==> config.mk <==
export PLATFORM = sky130hd
export DESIGN_NAME = uframe_index_ctr
export DESIGN_NICKNAME = d
export VERILOG_FILES = /design/src/rtl/uframe_pkg.sv /design/src/rtl/ufi_wr_gate.sv /design/src/rtl/ufi_count_core.sv /design/src/rtl/ufi_list_select.sv /design/src/rtl/uframe_index_ctr.sv
export SDC_FILE = /design/constraint.sdc
export NUM_CORES = 1
export LEC_CHECK = 0
export BUFFER_PORTS_ARGS = -buffer_cell sky130_fd_sc_hd__buf_2
export CAP_MARGIN = 5
export CORE_MARGIN = 4
export CORE_UTILIZATION = 34
export CTS_CLUSTER_SIZE = 30
export DETAILED_ROUTE_END_ITERATION = 12
export GPL_ROUTABILITY_DRIVEN = 1
export GPL_TIMING_DRIVEN = 0
export PLACE_DENSITY = 0.82
export SETUP_SLACK_MARGIN = 0.4
export SLEW_MARGIN = 30
export SYNTH_ARGS = -nofsm -noshare
export SYNTH_HDL_FRONTEND = slang
export SYNTH_SLANG_ARGS = --single-unit
==> constraint.sdc <==
create_clock -name clk -period 1.38 [get_ports clk]
set_input_delay 0 -clock clk [delete_from_list [all_inputs] [get_ports clk]]
set_output_delay 0 -clock clk [all_outputs]
set_load 0.05 [all_outputs]
==> src/rtl/uframe_pkg.sv <==
package uframe_pkg;

   typedef enum logic [1:0] {
      LSZ_1024 = 2'd0,
      LSZ_512  = 2'd1,
      LSZ_256  = 2'd2,
      LSZ_RSVD = 2'd3
   } list_size_e;

   // number of selectable list sizes (reserved code aliases the largest)
   localparam int unsigned NUM_SIZES = 3;

   function automatic int unsigned size_slot(input list_size_e code);
      case (code)
         LSZ_512:  return 1;
         LSZ_256:  return 2;
         default:  return 0;
      endcase
   endfunction

endpackage

==> src/rtl/ufi_wr_gate.sv <==
module ufi_wr_gate #(
   parameter int unsigned DATA_W = 32,
   parameter int unsigned CNT_W  = 14,
   localparam int unsigned BE_W  = DATA_W / 8
) (
   input  logic              wr_en,
   input  logic [BE_W-1:0]   wr_be,
   input  logic [DATA_W-1:0] wr_data,
   input  logic              halted,
   output logic              take,
   output logic [CNT_W-1:0]  take_val
);

   if ((DATA_W % 8) != 0) begin : g_bad_data_w
      $error("ufi_wr_gate: DATA_W must be a whole number of bytes");
   end
   if (CNT_W > DATA_W) begin : g_bad_cnt_w
      $error("ufi_wr_gate: CNT_W may not exceed DATA_W");
   end

   logic full_word;

   assign full_word = &wr_be;
   assign take      = wr_en & halted & full_word;
   assign take_val  = wr_data[CNT_W-1:0];

endmodule

==> src/rtl/ufi_count_core.sv <==
module ufi_count_core #(
   parameter int unsigned CNT_W = 14
) (
   input  logic             clk,
   input  logic             rst_n,
   input  logic             load,
   input  logic [CNT_W-1:0] load_val,
   input  logic             adv,
   output logic [CNT_W-1:0] count
);

   if (CNT_W < 2) begin : g_bad_cnt_w
      $error("ufi_count_core: CNT_W too small");
   end

   logic [CNT_W-1:0] count_d;

   always_comb begin
      count_d = count;
      if (load)
         count_d = load_val;
      else if (adv)
         count_d = count + CNT_W'(1);
   end

   always_ff @(posedge clk) begin
      if (!rst_n)
         count <= '0;
      else
         count <= count_d;
   end


   step_one_chk: assert property (@(posedge clk) disable iff (!rst_n)
      (adv && !load) |=> (count == $past(count) + CNT_W'(1)));


   idle_hold_chk: assert property (@(posedge clk) disable iff (!rst_n)
      (!adv && !load) |=> $stable(count));

endmodule

==> src/rtl/ufi_list_select.sv <==
module ufi_list_select
   import uframe_pkg::*;
#(
   parameter int unsigned CNT_W     = 14,
   parameter int unsigned SEL_LSB   = 3,
   parameter int unsigned MAX_LOG2  = 10,
   localparam int unsigned MAX_N    = SEL_LSB + MAX_LOG2 - 1
) (
   input  logic                clk,
   input  logic                rst_n,
   input  logic [CNT_W-1:0]    count,
   input  logic [1:0]          list_size,
   input  logic                adv,
   output logic [MAX_LOG2-1:0] list_entry,
   output logic                rollover
);

   if (MAX_N >= CNT_W) begin : g_bad_span
      $error("ufi_list_select: list slice exceeds the counter");
   end
   if (MAX_LOG2 < NUM_SIZES) begin : g_bad_log2
      $error("ufi_list_select: MAX_LOG2 too small for the size codes");
   end

   logic [MAX_LOG2-1:0] cand   [NUM_SIZES];
   logic [NUM_SIZES-1:0] full_ones;
   int unsigned          slot;

   for (genvar s = 0; s < NUM_SIZES; s++) begin : g_size
      localparam int unsigned TOP = MAX_N - s;
      localparam int unsigned W   = TOP - SEL_LSB + 1;
      if (s == 0) begin : g_full
         assign cand[s] = count[TOP:SEL_LSB];
      end else begin : g_pad
         assign cand[s] = {{s{1'b0}}, count[TOP:SEL_LSB]};
      end
      assign full_ones[s] = &count[TOP:0];
      if (W + s != MAX_LOG2) begin : g_bad_w
         $error("ufi_list_select: slice width mismatch");
      end
   end

   assign slot       = size_slot(list_size_e'(list_size));
   assign list_entry = cand[slot];

   always_ff @(posedge clk) begin
      if (!rst_n)
         rollover <= 1'b0;
      else
         rollover <= adv & full_ones[slot];
   end


   rollover_cause_chk: assert property (@(posedge clk) disable iff (!rst_n)
      rollover |-> $past(adv));


   rollover_zero_chk: assert property (@(posedge clk) disable iff (!rst_n)
      (rollover && $stable(list_size)) |-> (list_entry == '0));

endmodule

==> src/rtl/uframe_index_ctr.sv <==
module uframe_index_ctr #(
   parameter int unsigned DATA_W   = 32,
   parameter int unsigned CNT_W    = 14,
   parameter int unsigned SEL_LSB  = 3,
   parameter int unsigned MAX_LOG2 = 10,
   localparam int unsigned BE_W    = DATA_W / 8,
   localparam int unsigned SOF_W   = CNT_W - SEL_LSB
) (
   input  logic                clk,
   input  logic                rst_n,
   input  logic                uframe_tick,
   input  logic                halted,
   input  logic [1:0]          list_size,
   input  logic                wr_en,
   input  logic [BE_W-1:0]     wr_be,
   input  logic [DATA_W-1:0]   wr_data,
   output logic [DATA_W-1:0]   rd_data,
   output logic [CNT_W-1:0]    frame_index,
   output logic [MAX_LOG2-1:0] list_entry,
   output logic                rollover,
   output logic [SOF_W-1:0]    sof_num
);

   if (SEL_LSB == 0 || SEL_LSB >= CNT_W) begin : g_bad_lsb
      $error("uframe_index_ctr: SEL_LSB out of range");
   end

   logic             take;
   logic [CNT_W-1:0] take_val;
   logic             adv;
   logic [CNT_W-1:0] count;

   assign adv = uframe_tick & ~halted;

   ufi_wr_gate #(.DATA_W(DATA_W), .CNT_W(CNT_W)) u_gate (
      .wr_en    (wr_en),
      .wr_be    (wr_be),
      .wr_data  (wr_data),
      .halted   (halted),
      .take     (take),
      .take_val (take_val)
   );

   ufi_count_core #(.CNT_W(CNT_W)) u_core (
      .clk      (clk),
      .rst_n    (rst_n),
      .load     (take),
      .load_val (take_val),
      .adv      (adv),
      .count    (count)
   );

   ufi_list_select #(
      .CNT_W    (CNT_W),
      .SEL_LSB  (SEL_LSB),
      .MAX_LOG2 (MAX_LOG2)
   ) u_sel (
      .clk        (clk),
      .rst_n      (rst_n),
      .count      (count),
      .list_size  (list_size),
      .adv        (adv),
      .list_entry (list_entry),
      .rollover   (rollover)
   );

   assign frame_index = count;
   assign sof_num     = count[CNT_W-1:SEL_LSB];
   assign rd_data     = {{(DATA_W-CNT_W){1'b0}}, count};


   partial_write_drop_chk: assert property (@(posedge clk) disable iff (!rst_n)
      (wr_en && halted && wr_be != '1) |=> $stable(frame_index));


   running_write_drop_chk: assert property (@(posedge clk) disable iff (!rst_n)
      (wr_en && !halted && !uframe_tick) |=> $stable(frame_index));


   full_write_load_chk: assert property (@(posedge clk) disable iff (!rst_n)
      (wr_en && halted && wr_be == '1) |=> (frame_index == $past(wr_data[CNT_W-1:0])));

endmodule

## Yosys cells after proc, flatten, opt, wreduce, memory -nomap -nowiden

Cells that the tools add are included.

| cells by class | value |
|---|---|
| add/subtract/negate cells | 1 |
| $mul | 0 |
| div/mod/pow operators | 0 |
| order comparisons | 2 |
| equality and inequality tests | 2 |
| shift operators | 0 |
| muxes and demuxes | 8 |
| bitwise logic cells | 6 |
| reduce and logical (&&, ||, !) cells | 5 |

Operator list:

| operator | count |
|---|---|
| $ge 33x3->1 const B | 1 |
| $not 2->33 | 1 |
| $mux 14 | 2 |
| $bmux 10 s2 | 1 |
| $mux 10 | 2 |
| $add 14x1->14 const B | 1 |
| $reduce_and 13->1 | 1 |
| $reduce_and 12->1 | 1 |
| $reduce_and 11->1 | 1 |
| $and 1x1->1 | 4 |
| $pmux 2 s2 | 1 |
| $reduce_and 4->1 | 1 |
| $lt 2x3->1 const B | 1 |
| $bmux 1 s2 | 1 |
| $eq 2x1->1 const B | 1 |
| $eq 2x2->1 const B | 1 |
| $reduce_bool 2->1 | 1 |
| $mux 1 | 1 |
| $not 1->1 | 1 |

| word-level totals | value |
|---|---|
| flip-flop bits (word level) | 15 |
| latch bits | 0 |
| memory bits (writable) | 0 |
| bits in read-only memories | 0 |
| input bits | 43 |
| output and inout bits | 68 |
| logic and storage cells | 26 |
| memories kept | 0 |

## Logic depth before layout (Yosys ltp)

Gate-level depths: netlist of the first run.

| depth | value |
|---|---|
| word-level depth | 6 |
| mapped depth | 5 |
| depth with buffers taken out | 5 |

## Hierarchy

From an unflattened synthesis of the first run, not the netlist that was laid out.

| second synthesis, totals | value |
|---|---|
| cells, all modules | 166 |
| area, all modules | 1335.0 um^2 |

Modules (own cells, without submodules):

| module | times used | cells each | area an instance (um^2) | sequential area each (um^2) |
|---|---|---|---|---|
| ufi_count_core | 1 | 84 | 748.2 | 280.3 |
| uframe_index_ctr | 1 | 45 | 340.3 | 0.0 |
| ufi_list_select | 1 | 20 | 127.6 | 20.0 |
| ufi_wr_gate | 1 | 17 | 118.9 | 0.0 |

## Worst setup path after synthesis of the first run

No wires, ideal clock.

| timing path | value |
|---|---|
| path type | register -> register |
| from | register u_core.count[0] |
| to | register u_core.count[6] |
| library setup time | 0.070 ns |
| data arrival time | 1.688 ns |
| required time | 1.310 ns |
| setup slack | -0.378 ns |
| stages on the path, launching flop included | 6 |
| buffers on the path | 0 |
| period minus slack after synthesis | 1.758 ns |
| cells stage by stage | dfxtp_1 > ha_1 > and4b_1 > nand4_1 > xor2_1 > a21oi_1 |

| between the ends | value |
|---|---|
| longest elaborated chain between the ends | 3 |

RTL lines:

| element | RTL line | text |
|---|---|---|
| from (decl) | ufi_count_core.sv:9 | `output logic [CNT_W-1:0] count` |
| from (signal assigned) | ufi_count_core.sv:30 | `count <= count_d;` |
| $add 14x1->14 | ufi_count_core.sv:23 | `count_d = count + CNT_W'(1);` |
| $mux 14 | ufi_count_core.sv:22 | `else if (adv)` |
| $mux 14 | ufi_count_core.sv:20 | `if (load)` |

Every way passes these cells. The select of a mux whose other input is x is not followed.
A chain may end at the register's enable or synchronous reset.

## Worst setup path in the final report of the first run

| timing path | value |
|---|---|
| from | register u_core.count[1] |
| to | register u_core.count[6] |

Same word-level chain as after synthesis.

==> results.cfg, run 1 <==
[critical_path]
slowest_stage = dfxtp_4
critical_path_class = reg2reg
worstPathMaxFanout = 5
cp-end-kind = register
critPathLaunchType = register
critPathArrivalTime_ns = 1.49
crit_required_ns = 1.59
crit_buf_inv = 0
path_cells = ha_4 > and4b_2 > nand4_1 > xor2_1 > a21oi_1
slowest_delay_ns = 0.38
critPathTopFamily = simple AND/OR/NAND/NOR gates

[clocking]
cts.clk_slew.worst_paths_ns = 0.10
cts.sinks = 15
clockBufferDepth = 2
htree_levels = 1
root_buffer = clkbuf_4
insertion_delay_ns = 0.28
cts_buffers = 3
cts_tree = yes

[routing]
wire_per_inst_microns = 13.0
drt-initial-drc-count = 19
wl_mm = 4.19
route.detailed.drc = 0
dr.pass1.iters = 4
vias_per_cell = 4.44
num_vias = 1431
final_antenna_net_count = 0

[power]
p_leak_nw = 1.31
ir_drop_v = 0.000381
power-per-cell-area_nw_per_um2 = 452

[synth]
synth_seq_cells = 15
yosys.cell_types.count = 31
synthTopCellsByArea = buf_4, dfxtp_1, a21oi_1
synth_area_sq_um = 1230
synth.avg_cell_area_sq_um = 8.25
ys_seq_area_share_pct = 24.4
synth_top_area_share_pct = 26.2
synth_warnings = 0
synth_area_leader_cell = buf_4
synthCells = 149

[final_layout]
fillers = 216
postLayoutCoreUtil_pct = 76.2
fin_nets = 321
drive_gt1_share_pct = 66.3
antenna_cells = 0
final_cell_mix = buf_6, buf_4, buf_2
area_delta_synth_final_pct = 112
final_common_cell = buf_6

[floorplanning]
die_h_microns = 68.1
io_pins = 111
dieArea_sq_um = 4640
start_util_pct = 36.0
core_sq_um = 3420
die_w_microns = 68.1
rows = 21

[sta]
rsz0062_at_grt = yes
fin_crit_ns = 1.28
hold_viol = 2
fin_tns_setup_ns = 0
fin_ws_ns = 0.104
hold_ws_ns = -0.00708
fmax_mhz = 783
final-setup-viol-count = 0
clock_skew_ns = 0.00204
period_share_pct = 92.5
drv_slew = 0

[min_path]
hp-class = in2reg

[run_status]
status = finished with violations
failed_checks = hold timing

[placement]
place_ws_ns = 0.0561
dpl.hpwl_mm = 2.53
gp_congestion = 0.789
numPortBuffers = 74

[global_routing]
grt.total_usage_pct = 16.0
grt_max_degree = 11
antenna_found_initial = 0
grt_pass1_wl_mm = 5.68
gr-total-overflow = 0
grt_pass1_vias = 1206

[flow_run]
drv_cap = 0
## logic make-up after synthesis
| family | Yosys count | synth area share (%) |
|---|---|---|
| buf+inv | 57 | 31.0 |
| simple gates | 33 | 21.0 |
| compound gates | 28 | 12.2 |
| other cells | 1 | 0.305 |
| flops | 15 | 24.4 |
| fa+ha+maj | 1 | 1.02 |
| mux | 1 | 0.814 |
| xor+xnor | 13 | 9.26 |
## flip-flops by register name (all words and copies together), names as in the netlist
register,count
u_sel.rollover,1
u_core.count,14
## worst reg2reg max path: cells and delay by family, from the launching register on
family	cells	cell delay, ns
AND/OR/NAND/NOR	2	0.42
flip-flops	1	0.38
AO/OA/AOI/OAI	1	0.12
adder cells (fa/ha/maj)	1	0.13
XOR/XNOR	1	0.16
## per-stage QoR
step	total power, mW	cells	cell area, sq um
floorplan	0.752	166	1380
global placement	0.819	286	1810
detailed placement	0.825	286	1810
CTS	1.12	308	2240
global route	1.23	322	2600
finish	1.18	322	2600
## cell type report
| type | instances | area [sq um] | area share [%] |
|---|---|---|---|
| plain buffers | 56 | 449 | 17.3 |
| clock buffers | 4 | 26.3 | 1.01 |
| inverters | 1 | 3.75 | 0.144 |
| multi-input cells | 94 | 688 | 26.4 |
| flip-flops and latches | 15 | 350 | 13.5 |
| well taps | 46 | 57.6 | 2.21 |
| repair buffers | 106 | 1030 | 39.5 |
## synthesized netlist by cell type
cell,count
buf_4,43
dfxtp_1,15
a21oi_1,13
o21ai_0,13
clkbuf_1,11
xnor2_1,7
xor2_1,6
nand2_1,5
nand4_1,5
and4_1,3
and2_1,2
nand2b_1,2
nand3_1,2
nor2_1,2
nor3_1,2
nor4_2,2
o211a_1,2
and3b_1,1
and4_2,1
and4b_1,1
buf_2,1
conb_1,1
dlygate4sd1_1,1
ha_1,1
inv_1,1
mux2i_1,1
nand3_4,1
nand4_4,1
nand4b_1,1
nor2b_1,1
nor4_4,1
## metal layers
layer  wire length (microns)  vias to the layer above  global-route usage, %
met5                       0                        -                      0
met4                      50                        0                   3.47
met3                     360                        6                   4.27
met2                    2180                       77                   29.4
met1                    1600                      646                   18.2
li1                        -                      702                      -
## timing repair
action                                  in CTS  in global routing
hold buffers                                 4                  1
pin swaps                                   18                 12
endpoints found under the setup margin      54                 63
resized for setup                           85                 78
hold endpoints to repair                     4                  1
buffers inserted                            14                 13
## final timing paths
check	startpoint	to	slack (ns)	cells after the start
worst max-delay path	u_core.count[1]$_SDFFE_PN0P_	u_core.count[6]$_SDFFE_PN0P_	0.10	5
worst min-delay path	wr_data[3]	u_core.count[3]$_SDFFE_PN0P_	-0.007	3
worst max register to register	u_core.count[1]$_SDFFE_PN0P_	u_core.count[6]$_SDFFE_PN0P_	0.10	5
worst min register to register	u_core.count[13]$_SDFFE_PN0P_	u_core.count[13]$_SDFFE_PN0P_	0.57	2
## report_power, final
| group | switching, mW | internal (mW) |
|---|---|---|
| clock | 0.147 | 0.112 |
| sequential | 0.0134 | 0.423 |
| combinational | 0.287 | 0.194 |
| total | 0.448 | 0.729 |
No activity file was read; power rests on OpenSTA's default activity.
==> run 2, diff against run 1 <==
--- a/config.mk
+++ b/config.mk
@@ -14,6 +14,7 @@
 export GPL_ROUTABILITY_DRIVEN = 1
 export GPL_TIMING_DRIVEN = 0
 export PLACE_DENSITY = 0.82
+export RECOVER_POWER = 25
 export SETUP_SLACK_MARGIN = 0.4
 export SLEW_MARGIN = 30
 export SYNTH_ARGS = -nofsm -noshare
==> results.cfg, run 2 (synthesis gave the netlist of run 1 again) <==
[critical_path]
cp-end-kind = register
critPathLaunchType = register
critical_path_class = reg2reg
worstPathMaxFanout = 5
critPathArrivalTime_ns = 1.50
crit_required_ns = 1.59
regToRegSetupSlack_ns = 0.1

[clocking]
cts.sinks = 15
insertion_delay_ns = 0.28
root_buffer = clkbuf_4
cts.clk_slew.worst_paths_ns = 0.10
cts_buffers = 3
htree_levels = 1
cts_tree = yes
clockBufferDepth = 2

[global_routing]
grt_pass1_wl_mm = 5.68
antenna_found_initial = 0
grt_max_degree = 11
grt.total_usage_pct = 16.0
grt_pass1_vias = 1206
gr-total-overflow = 0

[flow_run]
drv_cap = 0

[sta]
period_share_pct = 93.1
maxSlewHeadroom_pct = 58.9
fin_ws_ns = 0.0959
clock_skew_ns = 0.00329
fmax_mhz = 779
rsz0062_at_grt = yes
fin_crit_ns = 1.28
final-setup-viol-count = 0
drv_slew = 0
worst_slew_pin_slew_ns = 0.619
fin_tns_setup_ns = 0
hold_viol = 2
hold_ws_ns = -0.00846

[floorplanning]
die_h_microns = 68.1
dieArea_sq_um = 4640
rows = 21
core_sq_um = 3420
io_pins = 111
die_w_microns = 68.1
start_util_pct = 36.0

[final_layout]
fillers = 233
fin_cells = 322
reg_top3 = u_core.count (14), u_sel.rollover (1)
postLayoutCoreUtil_pct = 74.7
drive_gt1_share_pct = 63.0
seq_area_sq_um = 342
final_common_cell = buf_6
fin_nets = 321
area_delta_synth_final_pct = 108
largest_reg_flops = 14
multi_input_area_sq_um = 688
regMostFlops = u_core.count
stdcell_area_sq_um = 2550
antenna_cells = 0
final_cell_mix = buf_6, buf_4, buf_2

[min_path]
hp-class = in2reg

[routing]
wire_per_inst_microns = 13.1
dr.pass1.iters = 4
vias_per_cell = 4.46
wl_mm = 4.22
drt-initial-drc-count = 31
num_vias = 1437
route.detailed.drc = 0
final_antenna_net_count = 0

[placement]
place_ws_ns = 0.0561
dpl.hpwl_mm = 2.53
placedCellCount = 286
dpl_cell_area_sq_um = 1810
numPortBuffers = 74
gp_congestion = 0.789

[power]
ir_drop_v = 0.000375
total_power_mw = 1.18
p_leak_nw = 1.28
power-per-cell-area_nw_per_um2 = 461

[run_status]
failed_checks = hold timing
status = finished with violations
-- run 2: final timing paths --
check | startpoint | endpoint | cells past startpoint
hold reg to reg | u_core.count[10]$_SDFFE_PN0P_ | u_sel.rollover$_SDFF_PN0_ | 1
setup / recovery | u_core.count[2]$_SDFFE_PN0P_ | u_core.count[6]$_SDFFE_PN0P_ | 4
hold / removal | wr_data[3] | u_core.count[3]$_SDFFE_PN0P_ | 3
setup reg to reg | u_core.count[2]$_SDFFE_PN0P_ | u_core.count[6]$_SDFFE_PN0P_ | 4
-- run 2: timing repair --
| item | CTS | global route |
|---|---|---|
| gates resized for setup | 85 | 78 |
| pin swaps | 18 | 12 |
| setup endpoints to repair | 54 | 63 |
| endpoints found under the hold margin | 4 | 1 |
| hold buffers | 4 | 1 |
| setup buffers | 14 | 13 |
-- run 2: per-layer routing --
layer	global-route usage [%]	routed length, microns	vias up
met5	0	0	-
met4	3.47	50	0
met3	4.27	384	6
met2	29.4	2180	77
met1	18.2	1600	652
li1	-	-	702
-- run 2: report_power, final --
part / switching [mW] / leakage, nW / total (mW) / internal, mW
registers: 0.0134 / 0.130 / 0.439 / 0.426
logic: 0.287 / 1.14 / 0.478 / 0.191
clock network: 0.148 / 0.0150 / 0.260 / 0.112
-- run 2: cell type report --
class	instances	share of cell area (%)
multi-input cells	94	27.0
clock buffers	4	1.03
repair buffers	106	38.6
plain buffers	56	17.6
well taps	46	2.25
flip-flops and latches	15	13.4
inverters	1	0.147
-- run 2: critical path, cell delays in order (launching register included) --
cell and delay, ns:
dfxtp_1 0.46, and4b_2 0.34, nand4_1 0.13, xor2_1 0.16, a21oi_1 0.12
